## src/rtl/mwd_pkg.sv

```systemverilog
package mwd_pkg;

  localparam int ADDR_W      = 16;
  localparam int OFF_W       = 14;
  localparam int DATA_W      = 8;
  localparam int NUM_REGIONS = 10;

  localparam int RG_BOOT = 0;
  localparam int RG_ROM0 = 1;
  localparam int RG_ROMX = 2;
  localparam int RG_VRAM = 3;
  localparam int RG_XRAM = 4;
  localparam int RG_WRAM = 5;
  localparam int RG_OAM  = 6;
  localparam int RG_IO   = 7;
  localparam int RG_HRAM = 8;
  localparam int RG_OPEN = 9;

  localparam logic [ADDR_W-1:0] LIM_BOOT = 16'h0100;
  localparam logic [ADDR_W-1:0] LIM_ROM0 = 16'h4000;
  localparam logic [ADDR_W-1:0] LIM_ROMX = 16'h8000;
  localparam logic [ADDR_W-1:0] LIM_VRAM = 16'hA000;
  localparam logic [ADDR_W-1:0] LIM_XRAM = 16'hC000;
  localparam logic [ADDR_W-1:0] LIM_ECHO = 16'hFE00;
  localparam logic [ADDR_W-1:0] LIM_OAM  = 16'hFEA0;
  localparam logic [ADDR_W-1:0] LIM_HOLE = 16'hFF00;
  localparam logic [ADDR_W-1:0] LIM_IO   = 16'hFF80;

  function automatic logic [ADDR_W-1:0] rg_base(input int r);
    case (r)
      RG_ROMX: return 16'h4000;
      RG_VRAM: return 16'h8000;
      RG_XRAM: return 16'hA000;
      RG_WRAM: return 16'hC000;
      RG_OAM:  return 16'hFE00;
      RG_IO:   return 16'hFF00;
      RG_HRAM: return 16'hFF80;
      default: return '0;
    endcase
  endfunction

  // Offset span mask; the work RAM mask also folds the upper mirror.
  function automatic logic [OFF_W-1:0] rg_mask(input int r);
    case (r)
      RG_BOOT, RG_OAM:          return 14'h00FF;
      RG_ROM0, RG_ROMX:         return 14'h3FFF;
      RG_VRAM, RG_XRAM, RG_WRAM: return 14'h1FFF;
      RG_IO, RG_HRAM:           return 14'h007F;
      default:                  return '0;
    endcase
  endfunction

  function automatic logic rg_writable(input int r);
    case (r)
      RG_VRAM, RG_XRAM, RG_WRAM, RG_OAM, RG_IO, RG_HRAM: return 1'b1;
      default: return 1'b0;
    endcase
  endfunction

endpackage

```

## src/rtl/mwd_region_classify.sv

```systemverilog
module mwd_region_classify
  import mwd_pkg::*;
#(
  parameter int AW = ADDR_W,
  parameter int NR = NUM_REGIONS
) (
  input  logic [AW-1:0] addr,
  input  logic          boot_en,
  input  logic          cart_en,
  input  logic          xram_present,
  output logic [NR-1:0] sel
);
  int rg;

  always_comb begin
    if (boot_en && addr < LIM_BOOT)      rg = RG_BOOT;
    else if (addr < LIM_ROMX) begin
      if (!cart_en)                       rg = RG_OPEN;
      else if (addr < LIM_ROM0)           rg = RG_ROM0;
      else                                rg = RG_ROMX;
    end
    else if (addr < LIM_VRAM)             rg = RG_VRAM;
    else if (addr < LIM_XRAM)             rg = xram_present ? RG_XRAM : RG_OPEN;
    else if (addr < LIM_ECHO)             rg = RG_WRAM;
    else if (addr < LIM_OAM)              rg = RG_OAM;
    else if (addr < LIM_HOLE)             rg = RG_OPEN;
    else if (addr < LIM_IO)               rg = RG_IO;
    else                                  rg = RG_HRAM;
  end

  for (genvar i = 0; i < NR; i++) begin : g_sel
    assign sel[i] = (rg == i);
  end
endmodule

```

## src/rtl/mwd_offset_gen.sv

```systemverilog
module mwd_offset_gen
  import mwd_pkg::*;
#(
  parameter int AW = ADDR_W,
  parameter int OW = OFF_W,
  parameter int NR = NUM_REGIONS
) (
  input  logic [AW-1:0] addr,
  input  logic [NR-1:0] sel,
  output logic [OW-1:0] off
);
  logic [OW-1:0] cand [NR];

  for (genvar i = 0; i < NR; i++) begin : g_cand
    localparam logic [AW-1:0] BASE = rg_base(i);
    localparam logic [OW-1:0] MASK = rg_mask(i);
    logic [AW-1:0] diff;
    assign diff    = addr - BASE;
    assign cand[i] = diff[OW-1:0] & MASK;
  end

  always_comb begin
    off = '0;
    for (int i = 0; i < NR; i++)
      if (sel[i]) off = off | cand[i];
  end
endmodule

```

## src/rtl/mwd_access_policy.sv

```systemverilog
module mwd_access_policy
  import mwd_pkg::*;
#(
  parameter int NR = NUM_REGIONS,
  parameter int DW = DATA_W
) (
  input  logic [NR-1:0] sel,
  input  logic          wr,
  output logic          wr_ok,
  output logic          wr_fault,
  output logic [DW-1:0] open_data
);
  logic [NR-1:0] wmask;

  for (genvar i = 0; i < NR; i++) begin : g_wmask
    assign wmask[i] = rg_writable(i);
  end

  assign wr_ok     = |(sel & wmask);
  assign wr_fault  = wr & ~wr_ok;
  assign open_data = sel[RG_OPEN] ? {DW{1'b1}} : '0;
endmodule

```

## src/rtl/mem_window_decoder.sv

```systemverilog
module mem_window_decoder
  import mwd_pkg::*;
#(
  parameter int AW = ADDR_W,
  parameter int OW = OFF_W,
  parameter int DW = DATA_W,
  parameter int NR = NUM_REGIONS
) (
  input  logic [AW-1:0] cpu_addr,
  input  logic          cpu_wr,
  input  logic          boot_ovl_en,
  input  logic          cart_en,
  input  logic          xram_present,
  output logic [NR-1:0] region_sel,
  output logic [OW-1:0] region_off,
  output logic          wr_ok,
  output logic          wr_fault,
  output logic [DW-1:0] open_data
);
  mwd_region_classify #(.AW(AW), .NR(NR)) u_classify (
    .addr(cpu_addr), .boot_en(boot_ovl_en), .cart_en(cart_en),
    .xram_present(xram_present), .sel(region_sel)
  );

  mwd_offset_gen #(.AW(AW), .OW(OW), .NR(NR)) u_offset (
    .addr(cpu_addr), .sel(region_sel), .off(region_off)
  );

  mwd_access_policy #(.NR(NR), .DW(DW)) u_policy (
    .sel(region_sel), .wr(cpu_wr), .wr_ok(wr_ok),
    .wr_fault(wr_fault), .open_data(open_data)
  );
endmodule

```

## config.mk

```make
export PLATFORM = sky130hd
export DESIGN_NAME = mem_window_decoder
export DESIGN_NICKNAME = d
export VERILOG_FILES = /design/src/rtl/mwd_pkg.sv /design/src/rtl/mwd_region_classify.sv /design/src/rtl/mwd_offset_gen.sv /design/src/rtl/mwd_access_policy.sv /design/src/rtl/mem_window_decoder.sv
export SDC_FILE = /design/constraint.sdc
export NUM_CORES = 1
export LEC_CHECK = 0
export BUFFER_PORTS_ARGS = -buffer_cell sky130_fd_sc_hd__buf_4
export CORE_MARGIN = 2
export CORE_UTILIZATION = 40
export DETAILED_ROUTE_END_ITERATION = 12
export PLACE_DENSITY = 0.86
export SYNTH_ARGS = -nofsm -noshare
export SYNTH_HDL_FRONTEND = slang
export SYNTH_SLANG_ARGS = --single-unit
```

## constraint.sdc

```tcl
create_clock -name vclk -period 1.7
set_input_delay 0.17 -clock vclk [all_inputs]
set_output_delay 0.17 -clock vclk [all_outputs]
set_load 0.05 [all_outputs]
```

==> out/summary.txt, run 1 <==
Tool Error: [ERROR DPL-0038] Utilization greater than 100%, impossible to legalize
IO Pins: 54
Halt point of the flow: global routing (5_1_grt)
PortBufs: 54
Post-Syn Instances: 89
GPL Wtd Cong: 0.861
Largest net degree at the start of global routing: 10
Register area share after synthesis: 0
Chip width: 43.0 µm
Pre-CTS setup slack: -168 ps
Die height: 43.0 µm
Cell Rows: 14
Post-detail-place hpwl: 1.90 mm
Initial core utilization: 0.412
Syn nets: 109
Grt repair worst endpoint: region_sel[3]
Yosys warnings: 0
Worst ep type: output port
Status: aborted with a tool error
Placed cell count: 159
Post-synth cell types: 34
Mapped Area: 607 µm²
Avg Cell Area, Syn: 6.82 µm²
## kinds of logic after synthesis
| group | synth area share |
|---|---|
| buffers and inverters | 0.140 |
| AND/OR/NAND/NOR | 0.480 |
| AO/OA/AOI/OAI | 0.379 |
## what timing repair did
| action | in CTS |
|---|---|
| hold buffers | 0 |
| gates cloned | 2 |
| gates resized for setup | 25 |
| buffers inserted | 9 |
| hold endpoints to repair | 0 |
| pin swaps | 7 |
| endpoints found under the setup margin | 25 |
## Yosys cell counts (2+ instances only)
library cell,number,area share
o21ai_0,7,0.058
o31ai_4,2,0.070
nor2b_1,3,0.031
inv_1,4,0.025
a21oi_1,3,0.025
o22ai_1,5,0.052
nor2_1,10,0.062
a31oi_1,2,0.021
nand3_1,6,0.049
buf_4,8,0.099
and2_1,7,0.072
a21o_1,2,0.025
or2_1,2,0.021
nand2b_1,4,0.041
nand2_1,4,0.025
buf_2,2,0.016
## per-stage QoR
step           hold WS, ps  instance area [µm²]
2_1_floorplan          491                  686
3_3_place_gp           701                 1110
3_5_place_dp           703                 1110
4_1_cts                703                 1300
==> run 2: changes to the inputs <==
--- a/config.mk
+++ b/config.mk
@@ -6,10 +6,10 @@
 export NUM_CORES = 1
 export LEC_CHECK = 0
 export BUFFER_PORTS_ARGS = -buffer_cell sky130_fd_sc_hd__buf_4
-export CORE_MARGIN = 2
-export CORE_UTILIZATION = 40
+export CORE_AREA = 2 2 63 65
 export DETAILED_ROUTE_END_ITERATION = 12
-export PLACE_DENSITY = 0.86
+export DIE_AREA = 0 0 65 67
+export PLACE_DENSITY_LB_ADDON = 0.15
 export SYNTH_ARGS = -nofsm -noshare
 export SYNTH_HDL_FRONTEND = slang
 export SYNTH_SLANG_ARGS = --single-unit
==> run 2 against run 1 <==
The flow now finishes, with violations (negative setup slack); synthesized cell count unchanged; area after synthesis unchanged.
==> out/summary.txt, run 2 <==
Cell Rows: 22 (+8)
IO Pins: 54 (unchanged)
Drt first pass iters: 4
Failing checks: negative setup slack
Top cells by area, synth: buf_4, and2_1, o31ai_4, nor2_1, o21ai_0
CP top delay family: compound AO/OA/AOI/OAI gates
Status: complete, but fails checks
Antenna cells: 0
Critical path class: primary input to output pin
Post-synthesis mux area share: 0 (unchanged)
Peak VDD IR: 198 µV
Chip width: 65 µm (+51%)
Post-synthesis adder-cell area fraction: 0 (unchanged)
Critical path depth: 7
Number of hold buffers added after cts: 0 (unchanged)
WP data required: 1530 ps
Leak: 0.618 nW
GRT Residual Overflow: 0
Avg Cell Area, Syn: 6.82 µm² (unchanged)
Seq_cells: 0
Worst hold slack: 659 ps
Fillers: 374
Worst setup startpoint: cpu_addr[8]
Most frequent cells in the layout: buf_4, buf_6, nor2_1, and2_1
Post-Route WL: 2.65 mm
Most numerous cell in the Yosys netlist: nor2_1
Buf+Inv Stages, Crit Path: 3
WL/cell: 13.1 µm
Commonest non-fill, non-tap cell in the layout: buf_4
Register area share after synthesis: 0 (unchanged)
FMAX: 555 MHz
Largest net degree at the start of global routing: 10
Leading area contributor after synthesis: buf_4
Routed vias: 908
Layout cell share with drive strength beyond 1: 0.682
Total area of sequential cells: 0 µm²
First-pass GRT wire length: 3.85 mm
DR iter-0 viols: 12
GPL Wtd Cong: 0.829 (-3.7%)
Post-detail-place hpwl: 2.00 mm (+5.2%)
Synth Area in Compound Gates: 0.379 (unchanged)
Simple-Gate Fraction of Synth Area: 0.480 (unchanged)
Max stage delay on crit path: 350 ps
Final Setup Violations: 11
Xor-xnor portion of the synthesized cell area: 0 (unchanged)
Post-route ant nets: 0
CP startpoint kind: primary input
Post-synth top area share: 0.0990 (unchanged)
Largest family of logic cells by synthesized area: simple AND/OR/NAND/NOR gates
Die ar.: 4360 µm²
Final Hold Vio Count: 0
Critical hold path startpoint: cpu_addr[15]
Yosys warnings: 0 (unchanged)
Antenna violations before repair: 0
Worst Max-Slew Pin Slew: 370 ps
CLK BUF: 0
CP endpoint: region_sel[3]
CP endpoint kind: output pin
DRC: 0
Global Route Usage Sum: 0.107
Post-Syn Instances: 89 (unchanged)
Period utilisation layout: 1.06
Pre-CTS setup slack: -153 ps (+15.1 ps)
Area Overhead vs Synth: 136%
Syn nets: 109 (unchanged)
Mapped Area: 607 µm² (unchanged)
Core footprint: 3610 µm²
Max-Slew Margin vs Limit: 0.752
PortBufs: 54 (unchanged)
Initial core utilization: 0.168 (-0.244)
P per Cell Area: 409 nW/µm²
Synth cell count leaders: nor2_1, buf_4, and2_1, o21ai_0, nand3_1
Crit path cell chain: buf_6 -> o31ai_4 -> o31ai_4 -> buf_12 -> o21a_4 -> a2111oi_4 -> buf_6
Max Cap Violations: 0
CP max-delay cell: o31ai_4
Fin. max-slew vios: 0
Post-synth cell types: 34 (unchanged)
Min-delay worst type: primary input to output pin
Worst setup margin: -101 ps
WP data arrival: 1630 ps
Vias in the first global route: 861
Unrepaired setup endpoints after global routing: true
Final net count: 176
DR vias/cell: 4.50
Die height: 67 µm (+56%)
CP max FO: 7
Period minus WS final: 1800 ps
[run 2: cell counts after synthesis]
Identical to the previous run, type by type.
[run 2: cells by family after synthesis]
family	Yosys count
compound gates	27
simple gates	48
buf+inv	14
[run 2: cell type report]
type                            instances  area (µm²)  share of cell area
Timing Repair inverter                  1        7.51             0.00524
Inverter                                4        18.8              0.0131
Timing Repair Buffer                   72         659               0.460
Multi-Input combinational cell         77         687               0.479
Tap cell                               48        60.1              0.0419
[run 2: worst min-delay path: stages]
cell and delay (ps):
buf_8 100, nor2_1 50, buf_4 170
[run 2: how the worst min path moves through the flow]
| stage | slack (ps) | end | cells past startpoint |
|---|---|---|---|
| 2_1_floorplan | 490 | wr_fault | 2 |
| 3_3_place_gp | 700 | region_sel[2] | 3 |
| 3_5_place_dp | 700 | region_sel[2] | 3 |
| 4_1_cts | 660 | region_sel[2] | 3 |
| 5_1_grt | 670 | region_sel[2] | 3 |
| 6_report | 660 | region_sel[2] | 3 |
[run 2: power breakdown]
part | total (mW) | internal, mW | switching (mW)
sequential | 0 | 0 | 0
clock | 0 | 0 | 0
combinational | 0.586 | 0.228 | 0.358
[run 2: metrics by stage]
stage	area (µm²)	instances	TNS (ps)	power (mW)	util
CTS	1280	199	-411	0.538	0.356
floorplan	686	89	-1960	0.351	-
detailed placement	1190	197	-2230	0.510	0.331
global placement	1190	197	-1630	0.508	0.331
finish	1430	202	-652	0.586	0.397
global route	1430	202	-1820	0.615	0.397
[run 2: repair_timing]
| item | CTS | global route |
|---|---|---|
| setup endpoints to repair | 24 | 29 |
| buffers inserted | 1 | 3 |
| gates resized for setup | 21 | 27 |
| cloned | 2 | 1 |
| pin swaps | 6 | 14 |
[run 2: per-layer routing]
metal	vias up	part of all wire	global-route usage	routed length [µm]
met1	407	0.41	0.133	1090
met3	2	0.075	0.0101	198
met2	43	0.50	0.204	1340
li1	456	-	-	-
met4	0	0.0079	0.0133	21
met5	-	0	0	0
Note: power is estimated with default switching activity, not from simulation.
==> run 3: changes to the inputs <==
--- a/config.mk
+++ b/config.mk
@@ -13,3 +13,4 @@
 export SYNTH_ARGS = -nofsm -noshare
 export SYNTH_HDL_FRONTEND = slang
 export SYNTH_SLANG_ARGS = --single-unit
+export TNS_END_PERCENT = 5
==> run 3 against run 2 <==
The flow still finishes with violations (negative setup slack); sequential share of layout area did not move; clock-buffer cell count stayed put; final area fell by 7.2%; via count increased by 2.0%; global-route usage rose by 0.95 points; hold slack improved by 34 ps; die area is the same; total power down 6.5%; core utilization down 2.8 points; final cell count up 1.5%; fmax grew 2.9%; routed wire length decreased by 3.5%.
==> out/summary.txt, run 3 (synthesized netlist as in run 2, its figures left out) <==
CP endpoint: region_sel[3]
Placed cell count: 201 (+2.0%)
Antenna cells: 0 (unchanged)
Peak VDD IR: 182 µV (-7.8%)
DP Area: 1190 µm² (unchanged)
Period utilisation layout: 1.03 (-0.0303)
Commonest non-fill, non-tap cell in the layout: buf_4
Design area: 1330 µm² (-7.2%)
Vias in the first global route: 869 (+0.93%)
WP data arrival: 1580 ps (-50 ps)
CP max-delay cell: a2111oi_4
Crit path cell chain: buf_4 -> o31ai_4 -> a31oi_1 -> or2_1 -> a2111oi_4 -> buf_6
Post-Route WL: 2.56 mm (-3.5%)
Max stage delay on crit path: 340 ps (about the same)
Worst hold slack: 693 ps (+33.7 ps)
Worst Max-Slew Pin Slew: 360 ps (-9.82 ps)
WL/cell: 12.5 µm (-4.9%)
Unrepaired setup endpoints after global routing: true
Core footprint: 3610 µm² (unchanged)
Post-detail-place hpwl: 2.05 mm (+2.7%)
CP startpoint kind: primary input
CP endpoint kind: output pin
Status: complete, but fails checks
Fillers: 373 (-0.27%)
GPL Wtd Cong: 0.844 (+1.8%)
Layout cell share with drive strength beyond 1: 0.624 (-0.0576)
Leak: 0.594 nW (-3.9%)
Most frequent cells in the layout: buf_4, buf_6, nor2_1, and2_1
CLK BUF: 0 (unchanged)
Area Overhead vs Synth: 119%
DRC: 0 (unchanged)
Finished Layout Cells: 205 (+1.5%)
GRT Residual Overflow: 0 (unchanged)
Largest net degree at the start of global routing: 10 (unchanged)
Failing checks: negative setup slack
Fin. max-slew vios: 0 (unchanged)
Total power: 0.548 mW (-6.5%)
Initial core utilization: 0.168 (unchanged)
TNS Setup: -131 ps (+521 ps)
Routed vias: 926 (+2.0%)
Cell Rows: 22 (unchanged)
Final Hold Vio Count: 0 (unchanged)
FMAX: 571 MHz (+2.9%)
Die ar.: 4360 µm² (unchanged)
Max-Slew Margin vs Limit: 0.759 (+0.00644)
Max Cap Violations: 0 (unchanged)
P per Cell Area: 412 nW/µm² (+0.73%)
Seq_cells: 0 (unchanged)
First-pass GRT wire length: 4.11 mm (+6.8%)
Chip width: 65 µm (unchanged)
Number of hold buffers added after cts: 0 (unchanged)
Final net count: 179 (+1.7%)
WP data required: 1530 ps (about the same)
Min-delay worst type: primary input to output pin
Period minus WS final: 1750 ps (-51.5 ps)
DR vias/cell: 4.52 (+0.49%)
CP max FO: 3 (-4)
DR iter-0 viols: 16 (+4)
Post-route ant nets: 0 (unchanged)
Die height: 67 µm (unchanged)
Total area of sequential cells: 0 µm² (unchanged)
Drt first pass iters: 4 (unchanged)
Critical path class: primary input to output pin
IO Pins: 54 (unchanged)
Worst setup startpoint: cpu_addr[5]
Global Route Usage Sum: 0.117 (+0.00951)
Antenna violations before repair: 0 (unchanged)
Worst setup margin: -49.9 ps (+51.5 ps)
PortBufs: 54 (unchanged)
Final Setup Violations: 10 (-1)
[run 3: changes by cell type in the layout (fill, tap and decap cells not counted), moves of 3 or more]
cell / delta
buf_4: +19
o22ai_2: -4
o22ai_1: +4
o21ai_0: +4
o21ai_1: -3
buf_6: -12
[run 3: layer usage]
metal	up-vias	global-route usage	part of all wire
li1	458	-	-
met1	425	0.143	0.43
met2	43	0.232	0.49
met3	0	0.00845	0.080
met4	0	0.00266	0
met5	-	0	0
[run 3: final cells by class]
type,count,area [µm²],area share
multi-input cells,76,627,0.471
repair buffers,76,617,0.464
well taps,48,60.1,0.0452
inverters,4,18.8,0.0141
repair inverters,1,7.51,0.00564
[run 3: critical path: cells and delay by family]
kind	cells	cell delay (ps)
simple gates	1	290
compound gates	3	790
buf+inv	2	330
[run 3: worst min-delay path by stage]
| stage | start | to | slack, ps | cells after the start |
|---|---|---|---|---|
| global route | cpu_addr[1] | region_off[1] | 710 | 3 |
| global placement | cpu_addr[15] | region_sel[2] | 690 | 3 |
| CTS | cpu_addr[15] | region_sel[2] | 700 | 3 |
| detailed placement | cpu_addr[15] | region_sel[2] | 700 | 3 |
| floorplan | cpu_wr | wr_fault | 490 | 2 |
| finish | cpu_addr[3] | region_off[3] | 690 | 3 |
[run 3: stage by stage]
| stage | setup slack (ps) | util |
|---|---|---|
| 2_1_floorplan | -257 | - |
| 3_3_place_gp | -92.1 | 0.331 |
| 3_5_place_dp | -146 | 0.331 |
| 6_report | -49.9 | 0.369 |
| 4_1_cts | -56.2 | 0.360 |
| 5_1_grt | -113 | 0.369 |
[run 3: where the power goes]
| group | switching, mW | leakage [nW] | internal, mW |
|---|---|---|---|
| registers | 0 | 0 | 0 |
| logic | 0.345 | 0.594 | 0.203 |
| clock network | 0 | 0 | 0 |
[run 3: timing repair]
action	in CTS	in global routing
gates cloned	2	0
setup endpoints to repair	23	29
setup buffers	2	0
pin swaps	4	1
gates resized for setup	12	9
==> run 4: changes to the inputs <==
--- a/config.mk
+++ b/config.mk
@@ -5,10 +5,12 @@
 export SDC_FILE = /design/constraint.sdc
 export NUM_CORES = 1
 export LEC_CHECK = 0
+export ABC_AREA = 1
 export BUFFER_PORTS_ARGS = -buffer_cell sky130_fd_sc_hd__buf_4
 export CORE_AREA = 2 2 63 65
 export DETAILED_ROUTE_END_ITERATION = 12
 export DIE_AREA = 0 0 65 67
+export MAX_ROUTING_LAYER = met4
 export PLACE_DENSITY_LB_ADDON = 0.15
 export SYNTH_ARGS = -nofsm -noshare
 export SYNTH_HDL_FRONTEND = slang
==> run 4 against run 3 <==
The run now ends clean; first-iteration DRC count down 31%; final cell count up 6.3%; core utilization down 3.8 points; area after synthesis fell by 13%.
==> out/summary.txt, run 4 <==
Status: finished clean
Unrepaired setup endpoints after global routing: true
FMAX: 614 MHz (+7.5%)
Total power: 0.549 mW (+0.26%)
Chip width: 65 µm (unchanged)
GRT Residual Overflow: 0 (unchanged)
Worst Max-Slew Pin Slew: 299 ps (-61.2 ps)
Worst hold slack: 681 ps (-12.3 ps)
Layout cell share with drive strength beyond 1: 0.594 (-0.0301)
Antenna cells: 0 (unchanged)
WP data required: 1530 ps (about the same)
Synth cell count leaders: nand2_1, inv_1, nor2_1, a21oi_1, buf_4
DR vias/cell: 3.76 (-17%)
Seq_cells: 0 (unchanged)
Post-route ant nets: 0 (unchanged)
Routed vias: 819 (-12%)
Design area: 1190 µm² (-10%)
Period utilisation layout: 0.957 (-0.0720)
WL/cell: 9.23 µm (-26%)
Core footprint: 3610 µm² (unchanged)
P per Cell Area: 460 nW/µm² (+12%)
Final Hold Vio Count: 0 (unchanged)
Fin. max-slew vios: 0 (unchanged)
Period minus WS final: 1630 ps (-122 ps)
IO Pins: 54 (unchanged)
Leak: 0.698 nW (+17%)
Largest net degree at the start of global routing: 10 (unchanged)
Die ar.: 4360 µm² (unchanged)
Register area share after synthesis: 0 (unchanged)
Mapped Area: 526 µm² (-13%)
Vias in the first global route: 773 (-11%)
Setup Fix Bufs, Post-CTS: 0 (-2)
Max-Slew Margin vs Limit: 0.799 (+0.0399)
Min-delay worst type: primary input to output pin
Commonest non-fill, non-tap cell in the layout: buf_4
Antenna violations before repair: 0 (unchanged)
Fillers: 396 (+6.2%)
Core Util, Final: 0.331 (-0.0378)
Post-synth top area share: 0.214 (+0.115)
DRC: 0 (unchanged)
Post-Syn Instances: 108 (+21%)
WP data arrival: 1460 ps (-120 ps)
Leading area contributor after synthesis: nand2_1
Post-detail-place hpwl: 1.82 mm (-11%)
Max Cap Violations: 0 (unchanged)
Post-Route WL: 2.01 mm (-21%)
Top cells by area, synth: nand2_1, inv_1, buf_4, nor2_1, nand2_2
Post-synth cell types: 17 (-50%)
CP startpoint kind: primary input
Drt first pass iters: 4 (unchanged)
Most frequent cells in the layout: buf_4, nand2_1, inv_1, nand2_2, nor2_1
P_sw: 0.361 mW (+4.5%)
Final Setup Violations: 0 (-10)
Area Overhead vs Synth: 127%
CP endpoint kind: output pin
CP max FO: 6 (+3)
Final net count: 192 (+7.3%)
Net Sw Frac: 0.657 (+0.0269)
Most numerous cell in the Yosys netlist: nand2_1
Sequential power share: 0 (unchanged)
Critical path class: primary input to output pin
P_int: 0.188 mW (-7.0%)
Initial core utilization: 0.146 (-0.0226)
Combinational share of power: 1.000 (about the same)
Syn nets: 128 (+17%)
Peak VDD IR: 97.2 µV (-47%)
CLK BUF: 0 (unchanged)
GPL Wtd Cong: 0.776 (-8.1%)
DP Area: 1150 µm² (-3.3%)
Total area of sequential cells: 0 µm² (unchanged)
PortBufs: 54 (unchanged)
Clock power frac: 0 (unchanged)
DR iter-0 viols: 11 (-5)
Die height: 67 µm (unchanged)
Number of hold buffers added after cts: 0 (unchanged)
First-pass GRT wire length: 3.10 mm (-25%)
Global Route Usage Sum: 0.0882 (-0.0286)
Cell Rows: 22 (unchanged)
Avg Cell Area, Syn: 4.87 µm² (-29%)
Yosys warnings: 0 (unchanged)
-- run 4: layout make-up --
type | count | area [µm²] | area share
tap | 48 | 60.1 | 0.0503
multi-input combinational | 74 | 474 | 0.397
timing repair buffer | 70 | 557 | 0.466
inverter | 26 | 103 | 0.0860
-- run 4: stage by stage --
step           setup TNS, ps  instances  worst slack [ps]
2_1_floorplan          -6780        108              -338
3_3_place_gp           -36.1        218             -22.7
3_5_place_dp            -436        218             -54.9
4_1_cts                    0        218              18.9
5_1_grt                 -714        218             -52.7
6_report                   0        218              72.5
-- run 4: metal layers --
layer / global-route usage / routed length, µm / up-vias
met5: - / 0 / -
met4: 0 / 0 / 0
met3: 0 / 63 / 0
met2: 0.183 / 1100 / 21
met1: 0.100 / 850 / 350
li1: - / - / 448
-- run 4: power by group through the flow --
stage	combinational, mW	clock, mW	sequential (mW)
detailed placement	0.534	0	0
finish	0.549	0	0
global route	0.580	0	0
floorplan	0.367	0	0
global placement	0.534	0	0
CTS	0.541	0	0
-- run 4: kinds of logic (layout without fill, tap and decap cells) --
kind of cell | count (synthesis) | count (layout) | share of synthesized area
simple gates | 64 | 64 | 0.600
buf+inv | 34 | 96 | 0.300
compound gates | 10 | 10 | 0.100
-- run 4: path summary, 6_finish.rpt --
path	endpoint	cells after the start	startpoint	slack [ps]
max	region_off[10]	13	cpu_addr[14]	70
min	region_off[1]	4	cpu_addr[1]	680
-- run 4: critical path: stages --
cell and delay, ps:
buf_4 130, nand2_2 90, inv_2 40, nand2_2 70, nor2_4 40, nand2_2 80
nand2_1 50, nand2_1 70, nand2_2 90, nand2_2 100, nand3_4 170, a21oi_4 180
buf_6 170
-- run 4: repair_timing --
item                                    in CTS  in global routing
endpoints found under the setup margin      14                 20
pin swaps                                    2                  3
resized for setup                            5                 10
